[src/rtl/dram_seq.sv]
module dram_seq #(
  parameter int MAX_HALF = 12,
  parameter int DATA_W   = 8,
  parameter int STEP_CYC = 2,
  localparam int ADDR_W  = 2 * MAX_HALF,
  localparam int HB_W    = $clog2(MAX_HALF + 1)
) (
  input  logic              clk,
  input  logic              rst_n,
  input  logic              req_valid,
  output logic              req_ready,
  input  logic [1:0]        req_op,
  input  logic [ADDR_W-1:0] req_addr,
  input  logic [DATA_W-1:0] req_wdata,
  input  logic [HB_W-1:0]   half_bits,
  output logic              cfg_err,
  output logic              rd_valid,
  output logic [DATA_W-1:0] rd_data,
  output logic [MAX_HALF-1:0] dram_addr,
  output logic              ras_n,
  output logic              cas_n,
  output logic              we_n,
  output logic              dq_oe,
  output logic [DATA_W-1:0] dq_out,
  input  logic [DATA_W-1:0] dq_in
);
  localparam int TMR_W = (STEP_CYC > 1) ? $clog2(STEP_CYC) : 1;

  logic                busy;
  logic [1:0]          op_q;
  logic [3:0]          step;
  logic [3:0]          last_step;
  logic [TMR_W-1:0]    tmr;
  logic [MAX_HALF-1:0] row_q, col_q;
  logic [DATA_W-1:0]   wd_q;
  logic [ADDR_W-1:0]   mask_w, row_w, col_w;
  logic                hb_ok, accept, fire;

  assign hb_ok     = (half_bits != '0) && (int'(half_bits) <= MAX_HALF);
  assign mask_w    = ~({ADDR_W{1'b1}} << half_bits);
  assign row_w     = (req_addr >> half_bits) & mask_w;
  assign col_w     = req_addr & mask_w;
  assign req_ready = !busy;
  assign accept    = req_valid && !busy && hb_ok;
  assign fire      = busy && (tmr == TMR_W'(STEP_CYC - 1));
  assign last_step = op_q[1] ? 4'd3 : (op_q[0] ? 4'd8 : 4'd7);

  always_ff @(posedge clk or negedge rst_n) begin
    if (!rst_n) begin
      busy      <= 1'b0;
      op_q      <= '0;
      step      <= '0;
      tmr       <= '0;
      row_q     <= '0;
      col_q     <= '0;
      wd_q      <= '0;
      cfg_err   <= 1'b0;
      rd_valid  <= 1'b0;
      rd_data   <= '0;
      dram_addr <= '0;
      ras_n     <= 1'b1;
      cas_n     <= 1'b1;
      we_n      <= 1'b1;
      dq_oe     <= 1'b0;
      dq_out    <= '0;
    end else begin
      rd_valid <= 1'b0;
      cfg_err  <= req_valid && !busy && !hb_ok;
      if (accept) begin
        busy  <= 1'b1;
        op_q  <= req_op;
        step  <= '0;
        tmr   <= '0;
        row_q <= row_w[MAX_HALF-1:0];
        col_q <= col_w[MAX_HALF-1:0];
        wd_q  <= req_wdata;
      end else if (busy) begin
        if (!fire) begin
          tmr <= tmr + 1'b1;
        end else begin
          tmr  <= '0;
          step <= step + 4'd1;
          if (step == last_step) busy <= 1'b0;
          if (op_q[1]) begin
            case (step)
              4'd0:    cas_n <= 1'b0;
              4'd1:    ras_n <= 1'b0;
              4'd2:    cas_n <= 1'b1;
              default: ras_n <= 1'b1;
            endcase
          end else if (op_q[0]) begin
            case (step)
              4'd0: begin
                dq_out <= wd_q;
                dq_oe  <= 1'b1;
                we_n   <= 1'b0;
              end
              4'd1:    dram_addr <= row_q;
              4'd2:    ras_n <= 1'b0;
              4'd3:    dram_addr <= col_q;
              4'd4:    cas_n <= 1'b0;
              4'd5:    ras_n <= 1'b1;
              4'd6:    cas_n <= 1'b1;
              4'd7:    dq_oe <= 1'b0;
              default: we_n  <= 1'b1;
            endcase
          end else begin
            case (step)
              4'd0: begin
                we_n  <= 1'b1;
                dq_oe <= 1'b0;
              end
              4'd1:    dram_addr <= row_q;
              4'd2:    ras_n <= 1'b0;
              4'd3:    dram_addr <= col_q;
              4'd4:    cas_n <= 1'b0;
              4'd5: begin
                rd_data  <= dq_in;
                rd_valid <= 1'b1;
              end
              4'd6:    ras_n <= 1'b1;
              default: cas_n <= 1'b1;
            endcase
          end
        end
      end
    end
  end
endmodule

[config.mk]
export PLATFORM = sky130hd
export DESIGN_NAME = dram_seq
export DESIGN_NICKNAME = d
export VERILOG_FILES = /design/src/rtl/dram_seq.sv
export SDC_FILE = /design/constraint.sdc
export NUM_CORES = 1
export LEC_CHECK = 0
export BUFFER_PORTS_ARGS = -buffer_cell sky130_fd_sc_hd__buf_2
export CORE_ASPECT_RATIO = 1.1
export CORE_MARGIN = 4
export CORE_UTILIZATION = 50
export CTS_BUF_LIST = sky130_fd_sc_hd__clkbuf_8
export CTS_CLUSTER_SIZE = 16
export DETAILED_ROUTE_END_ITERATION = 8
export PLACE_DENSITY = 0.76
export SYNTH_ARGS = -nofsm -noshare
export SYNTH_HDL_FRONTEND = slang
export SYNTH_SLANG_ARGS = --single-unit
[constraint.sdc]
create_clock -name clk -period 5.6 [get_ports clk]
set_input_delay 0.84 -clock clk [delete_from_list [all_inputs] [get_ports clk]]
set_output_delay 0.84 -clock clk [all_outputs]
set_load 0.005 [all_outputs]
---- Yosys cells after proc, flatten, opt, wreduce, memory -nomap -nowiden ----
Cells that the tools add are included.
Widths: inputs -> output; s select.
word-level totals
  flip-flop bits (word level) ............. 74
  input bits .............................. 49
  output and inout bits ................... 35
  logic and storage cells ................. 102
cells by class
  $add $sub $neg .......................... 2
  order comparisons ....................... 1
  equality and inequality tests ........... 14
  shift operators ......................... 2
  muxes and demuxes ....................... 35
  bitwise operators ....................... 6
  reductions and logical operators ........ 26
operators by type and width
  kind                   number
  $reduce_and 6->1       6
  $and 12x12->12         2
  $pmux 12 s2            1
  $shl 24x4->12 const A  1
  $shr 24x4->12          1
  $mux 1                 21
  $mux 4                 5
  $eq 4x3->1 const B     4
  $pmux 1 s2             8
  $not 12->12            1
  $reduce_bool 2->1      5
  $eq 4x2->1 const B     2
  $ne 4x1->1 const B     2
  $reduce_bool 4->1      2
  $reduce_or 7->1        1
  $ne 3x1->1 const B     2
  $reduce_or 6->1        1
  $logic_and 1x1->1      5
  $reduce_and 5->1       1
  $add 4x1->4 const B    1
  $eq 4x1->1 const B     1
  $eq 4x4->1             1
  $le 4x4->1 const B     1
  $logic_not 4->1        1
  other kinds (6)        10

---- Longest topological paths before layout ----
Gate-level depths: netlist of the first run.
  depth in word-level cells ............... 7
  mapped depth ............................ 8
  gate-level depth less buffers ........... 6

---- Least setup slack after synthesis of the first run ----
No wires, ideal clock.
  kind .................................... input -> register
  from .................................... input port half_bits[1]
  to ...................................... register row_q[2]
  library setup time ...................... 0.124 ns
  arrival time ............................ 2.120 ns
  required time ........................... 5.476 ns
  slack ................................... 3.357 ns
  cell stages on the path ................. 5
  buffers on the path ..................... 1
  path through ............................ buf_6 mux4_2 mux2_2 and3_1 a211o_1
on the way
  cells in the longest elaborated chain, start to end .. 3
  elaborated cells on any way between the ends .. 8
  those cells by class .................... 1 x order compare; 2 x shift; 2 x bitwise; 3 x reduce/logical
ends and longest elaborated chain
  element                                              RTL line  source
  start: declaration                                   15        input logic [HB_W-1:0] half_bits,
  $shl 24x4->12, or another cell as far along          40        assign mask_w = ~({ADDR_W{1'b1}} << half_bits);
  $not 12->12 or $logic_and 1x1->1 (tied branches)     40, 39
  $and 12x12->12 or $logic_and 1x1->1 (tied branches)  41, 44
  end signal: assignment                               74        row_q <= row_w[MAX_HALF-1:0];
  end: declaration                                     34        logic [MAX_HALF-1:0] row_q, col_q;
Parallel ways exist; a longest one is shown, timed or not.
A chain may end at the register's enable or synchronous reset.

---- Worst setup path after layout of the first run ----
Ends and elaborated chain as after synthesis.

==> results of run 1 <==
-- critical path: stages --
cell,delay (ns)
buf_2,0.60
nor2_1,0.23
a211o_1,0.31
buf_4,0.28
a2111oi_0,0.40
a211o_1,0.16
-- layout make-up --
class                           instances  area [sq um]  area share [%]
Multi-Input combinational cell        290          2156           44.56
Sequential cell                        74          1856           38.35
Timing Repair Buffer                   85         432.9           8.948
Clock buffer                           10         137.6           2.845
Tap cell                              108         135.1           2.793
Clock inverter                          6         72.57           1.500
Inverter                               13         48.80           1.009
-- how the worst max path moves through the flow --
stage                             from                    to  slack [ns]  cells after the start
after global routing      half_bits[1]  row_q[8]$_DFFE_PN0P_        2.93                      5
final                     half_bits[1]  row_q[2]$_DFFE_PN0P_        3.08                      6
after global placement    half_bits[1]  row_q[2]$_DFFE_PN0P_        2.79                      5
after CTS                 half_bits[1]  row_q[8]$_DFFE_PN0P_        3.10                      5
after floorplan           half_bits[1]  row_q[2]$_DFFE_PN0P_        3.36                      5
after detailed placement  half_bits[1]  row_q[8]$_DFFE_PN0P_        2.73                      5
-- synthesized netlist by cell type (all sizes together) (3+ instances only) --
| library cell | count | area, sq um |
|---|---|---|
| and3 | 3 | 18.77 |
| inv | 12 | 45.04 |
| nor4 | 3 | 25.02 |
| dfstp | 3 | 78.83 |
| nand2b | 8 | 50.05 |
| nand4b | 3 | 26.28 |
| mux2i | 31 | 310.3 |
| mux4 | 16 | 364.1 |
| dfrtp | 71 | 1777 |
| ha | 4 | 50.05 |
| o21ai | 26 | 130.1 |
| nand3b | 3 | 22.52 |
| nand3 | 3 | 15.01 |
| mux2 | 22 | 247.7 |
| buf | 13 | 80.07 |
| nor2b | 4 | 25.02 |
| nor3 | 3 | 26.28 |
| o31ai | 7 | 52.55 |
| and2 | 3 | 18.77 |
| a21oi | 22 | 110.1 |
| a2111oi | 3 | 26.28 |
| nor2 | 31 | 116.4 |
| xnor2 | 4 | 35.03 |
| clkbuf | 17 | 63.81 |
| nand2 | 62 | 232.7 |
-- state kept, by name (all words and copies together) (netlist names) --
signal	cells
busy	1
dq_out	8
row_q	12
dq_oe	1
rd_valid	1
cfg_err	1
step	4
col_q	12
tmr	1
we_n	1
dram_addr	12
op_q	2
ras_n	1
cas_n	1
wd_q	8
rd_data	8
-- per-layer routing --
metal | wire, um | GRT usage, %
met1 | 4239 | 29.30
met2 | 4554 | 31.82
met5 | 0 | 0
met4 | 172 | 6.082
met3 | 588 | 4.342
-- metrics by stage --
| step | cell area, sq um | std cells |
|---|---|---|
| after floorplan | 4190 | 407 |
| after global placement | 4628 | 570 |
| after detailed placement | 4628 | 570 |
| after CTS | 4838 | 586 |
| after global routing | 4838 | 586 |
| final | 4838 | 586 |
-- cell families after synthesis --
group | Yosys count
muxes | 69
adders and majority gates | 4
AOI/OAI and AO/OA | 82
and+or+nand+nor | 130
xor gates and xnor gates | 5
buffers and inverters | 43
DFF | 74
-- power breakdown --
group          leakage, nW  internal (mW)  switching (mW)
clock network        0.104          0.223           0.212
logic                 1.25          0.420           0.466
registers            0.915          0.790           0.177
total                 2.27           1.43           0.855
==> results_dict.tcl, run 1 <==
set metrics [dict create \
    rsz0062_at_grt "false" \
    synthAdderAreaFrac_pct 1.194 \
    pin_count 84 \
    async_flop_share_pct 100.0 \
    cp_data_arrival_time_ns 2.82 \
    startpoint_type "input pin" \
    synthCells 407 \
    crit_type "in2reg" \
    power_density_mw_per_mm2 473.0 \
    finalPower_mw 2.288 \
    cts_tree "yes" \
    grt_pass1_wl_um 16170 \
    areaGrowthSynthToFinish_pct 15.47 \
    cts_made_buffers 9 \
    power_leakage_nw 2.273 \
    die_x_um 95.29 \
    drv_cap 0 \
    timing.rr.start "step[0]$_DFFE_PN0P_" \
    clock-sinks 74 \
    die_h_um 104.0 \
    hold_viol_final 0 \
    layout_common_cells "buf_2 (82), dfrtp_1 (71), nand2_1 (62)" \
    postRouteAntennaNets 0 \
    hp-start "col_q[5]$_DFFE_PN0P_" \
    syn_nets 460 \
    routed_via_density 5.633 \
    min_to "col_q[5]$_DFFE_PN0P_" \
    fin_ws_ns 3.082 \
    cts-root-buf "clkbuf_8" \
    cts_max_path_buffers 2 \
    initial_core_util_pct 52.12 \
    dp_slack_ns 2.731 \
    tightestPinTransition_ns 0.9990 \
    fin_util_pct 60.18 \
    portBuffers 83 \
    syn_avg_cell_area_sq_um 10.30 \
    synth-simple-area-share_pct 14.42 \
    ys_seq_area_share_pct 44.28 \
    fin_tns_setup_ns 0 \
    synth_mux_area_share_pct 22.01 \
    maxSlewHeadroom_pct 32.90 \
    cp.required_ns 5.90 \
    synth_compound_area_share_pct 12.45 \
    synth_edf_count 0 \
    ff2ff_path_depth 5 \
    worstReg2RegEnd "dq_out[5]$_DFFE_PN0P_" \
    finalMaxSlewViolations 0 \
    ys_types 55 \
    antenna_found_initial 0 \
    gp_congestion 0.8258 \
    drt_pass1_iterations 5 \
    finalCriticalPeriod_ns 2.518 \
    synth_top_family_by_area "multiplexers" \
    grt_max_degree 75 \
    whs_path_depth 2 \
    grt_usage_pct 20.66 \
    fin_skew_ns 0.009432 \
    antenna_cells 0 \
    ctsHtreeMaxLevel 3 \
    cts.clk_slew.worst_paths_ns 0.08 \
    routed-via-count 3301 \
    drive_gt1_share_pct 30.75 \
    hold_ws_ns 0.4685 \
    row_count 34 \
    fin_crit_sh_pct 44.97 \
    wire_per_inst_um 16.30 \
    drc 0 \
    vdd_drop_max_v 0.0001802 \
    ys_ff_latch 74 \
    fmax_mhz 397.1 \
    grt_pass1_vias 3186 \
    die-area_sq_mm 0.009911 \
    ys_warn_count 0 \
    drt_iter0_drc 181 \
    drt_wl_total_um 9554 \
    hold_class "reg2reg" \
    grt_overflow_total 0 \
    postCtsSetupBuffers 0 \
    worstPathMaxFanout 53 \
    finalSetupViolations 0 \
    cts_resized 0 \
    core-area_sq_mm 0.008040 \
    layout_commonest_cell "buf_2" \
    clock_latency_ns 0.36 \
    dp_hpwl_um 6808 \
    synth_area_sq_mm 0.004190 \
    fill_cells 662 \
    final_nets 526 \
    synth-main-ff-cell "dfrtp_1" \
    postCtsHoldBufs 0 \
    synth-xor-area-share_pct 1.045 \
    end_kind "flop" \
    status "complete, no violations" \
    reg2reg_slack_ns 3.35 \
]
(Power assumes the default switching activity.)
==> inputs of run 2 (changes only) <==
- ABC_AREA: not set -> 1
- PLACE_DENSITY: 0.76 -> 0.79
- clock period: 5.6 -> 2.2 ns (I/O delays scaled with it)
==> run 2 against run 1 <==
Clock skew is 0.0033 ns lower. Non-clock buffer count is 6 higher. Synthesized area is 0.93% lower. Core utilization is 0.98 points higher. Largest cell class unchanged. Die area is 0.85% lower. Cell count is 31% higher. Synthesized cell count is 41% higher. Global-route usage is 0.79 points higher. Critical path depth is 1 higher. Power grew to 2.6 times the previous value.
==> results_dict.tcl, run 2 <==
set metrics [dict create \
    status "complete, no violations" \
    fill_cells 758 \
    drt_pass1_iterations 5 \
    synth_commonest_cells "nand2_1 (222), nand3_1 (84), dfrtp_1 (71)" \
    postCtsHoldBufs 0 \
    postCtsSetupBuffers 0 \
    end_kind "flop" \
    routed-via-count 4023 \
    drive_gt1_share_pct 18.82 \
    finalSetupViolations 0 \
    grt_pass1_vias 3862 \
    cp.required_ns 2.43 \
    drt_iter0_drc 300 \
    finalPower_mw 5.884 \
    cts_max_path_buffers 2 \
    power_leakage_nw 2.607 \
    die-area_sq_mm 0.009827 \
    finalMaxSlewViolations 0 \
    drt_wl_total_um 10330 \
    wire_per_inst_um 13.47 \
    fin_crit_sh_pct 78.21 \
    cts.clk_slew.worst_paths_ns 0.07 \
    yosysTopAreaCell "dfrtp_1" \
    hold_ws_ns 0.003005 \
    core-area_sq_mm 0.007998 \
    fin_util_pct 61.15 \
    synth_edf_count 0 \
    crit_cells 7 \
    rsz0062_at_grt "false" \
    synth_area_sq_mm 0.004151 \
    synth_top_cells_by_area "dfrtp_1 (43%), nand2_1 (20%), nand3_1 (10%)" \
    clock_latency_ns 0.34 \
    ff2ff_path_depth 7 \
    crit_type "reg2reg" \
    postRouteAntennaNets 0 \
    areaGrowthSynthToFinish_pct 17.81 \
    dp_slack_ns 0.3939 \
    place_inst 752 \
    fin_tns_setup_ns 0 \
    cts-root-buf "clkbuf_8" \
    dp_hpwl_um 7813 \
    final_nets 708 \
    cp_data_arrival_time_ns 1.95 \
    ys_types 38 \
    yosysMostFrequentCell "nand2_1" \
    ctsHtreeMaxLevel 3 \
    routed_via_density 5.245 \
    worstPathMaxFanout 10 \
    cp_slowest_cell "dfrtp_1" \
    drv_cap 0 \
    pin_count 84 \
    syn_avg_cell_area_sq_um 7.233 \
    hold_class "in2async" \
    die_h_um 103.6 \
    row_count 34 \
    maxSlewHeadroom_pct 67.62 \
    path_delay_family "simple AND/OR/NAND/NOR gates" \
    tightestPinTransition_ns 0.4845 \
    grt_overflow_total 0 \
    gp_congestion 0.9409 \
    portBuffers 83 \
    synth-main-ff-cell "dfrtp_1" \
    async_flop_share_pct 100.0 \
    die_x_um 94.88 \
    vdd_drop_max_v 0.0004383 \
    initial_core_util_pct 51.91 \
    ys_warn_count 0 \
    antenna_cells 0 \
    syn_nets 627 \
    synth_top_area_share_pct 42.80 \
    placedInstanceArea_sq_mm 0.004651 \
    layout_commonest_cell "nand2_1" \
    crit_chain "inv_1 > ha_1 > nand3_2 > nor3_4 > inv_2 > nand2_1 > nand2_1" \
    cts_resized 0 \
    largest_registers "col_q x12, dram_addr x12, row_q x12" \
    clock-sinks 74 \
    drc 0 \
    grt_max_degree 75 \
    layout_common_cells "nand2_1 (222), nand3_1 (84), buf_2 (83)" \
    finalCriticalPeriod_ns 1.721 \
    fin_ws_ns 0.4794 \
    synthCells 574 \
    hold_viol_final 0 \
    ys_seq_area_share_pct 44.70 \
    startpoint_type "flop" \
    path_buf_inv 2 \
    fmax_mhz 581.2 \
    cpMostUsedCell "nand2_1" \
    final_area_sq_mm 0.004891 \
    antenna_found_initial 0 \
    cts_tree "yes" \
    grt_usage_pct 21.45 \
    crit_path_max_incr_delay_ns 0.42 \
    fin_skew_ns 0.006108 \
    ys_ff_latch 74 \
    cts_made_buffers 9 \
    grt_pass1_wl_um 17260 \
    power_density_mw_per_mm2 1203 \
    stdcell_count 767 \
]
==> run 2: cell types whose count changed after synthesis, moves of 19 or more <==
cell	change
nand2_1	+160
inv_1	+32
nand3_1	+81
mux2_2	-22
a21oi_1	-19
mux2i_1	-31
==> run 2: cells by family (layout without fill, tap and decap cells) <==
kind of cell / count (synthesis) / count (layout) / synth area share, %
xor gates and xnor gates: 2 / 2 / 0.4220
adders and majority gates: 4 / 4 / 1.206
buffers and inverters: 69 / 154 / 7.384
and+or+nand+nor: 360 / 360 / 37.31
DFF: 74 / 74 / 44.70
AOI/OAI and AO/OA: 65 / 65 / 8.981
==> run 2: report_power, final <==
part	switching [mW]	internal [mW]	leakage (nW)
sequential	0.377	1.99	0.904
clock	0.483	0.778	0.124
combinational	1.36	0.889	1.58
total	2.22	3.66	2.61
==> run 2: layer usage <==
| layer | up-vias | wire, um | track usage [%] |
|---|---|---|---|
| met5 | - | 0 | 0 |
| met4 | 0 | 270 | 9.794 |
| met3 | 21 | 633 | 2.466 |
| met2 | 158 | 5071 | 35.57 |
| met1 | 1833 | 4359 | 27.75 |
| li1 | 2011 | - | - |
==> run 2: worst register-to-register path: cells and delay by family, from the launching register on <==
family	cells	cell delay [ns]
adders and majority gates	1	0.23
buffers and inverters	2	0.29
DFF	1	0.42
and+or+nand+nor	4	0.68
==> run 2: worst paths after layout <==
check | to | slack (ns) | from
worst min register to register | ras_n$_DFFE_PN1P_ | 0.46 | ras_n$_DFFE_PN1P_
worst min-delay path | rd_data[2]$_DFFE_PN0P_ | 0.003 | rst_n
min in group clk | rd_data[2]$_DFFE_PN0P_ | 0.19 | dq_in[2]
worst max-delay path | rd_data[3]$_DFFE_PN0P_ | 0.48 | step[1]$_DFFE_PN0P_
max in group asynchronous | cas_n$_DFFE_PN1P_ | 1.87 | rst_n
worst max register to register | rd_data[3]$_DFFE_PN0P_ | 0.48 | step[1]$_DFFE_PN0P_
==> run 2: final cells by class <==
| cell class | instances | area, sq um | share of cell area (%) |
|---|---|---|---|
| Multi-Input combinational cell | 431 | 1989 | 40.68 |
| Sequential cell | 74 | 1856 | 37.94 |
| Timing Repair Buffer | 91 | 488.0 | 9.977 |
| Inverter | 48 | 182.7 | 3.735 |
| Clock buffer | 10 | 137.6 | 2.814 |
| Tap cell | 108 | 135.1 | 2.763 |
| Clock inverter | 5 | 102.6 | 2.098 |
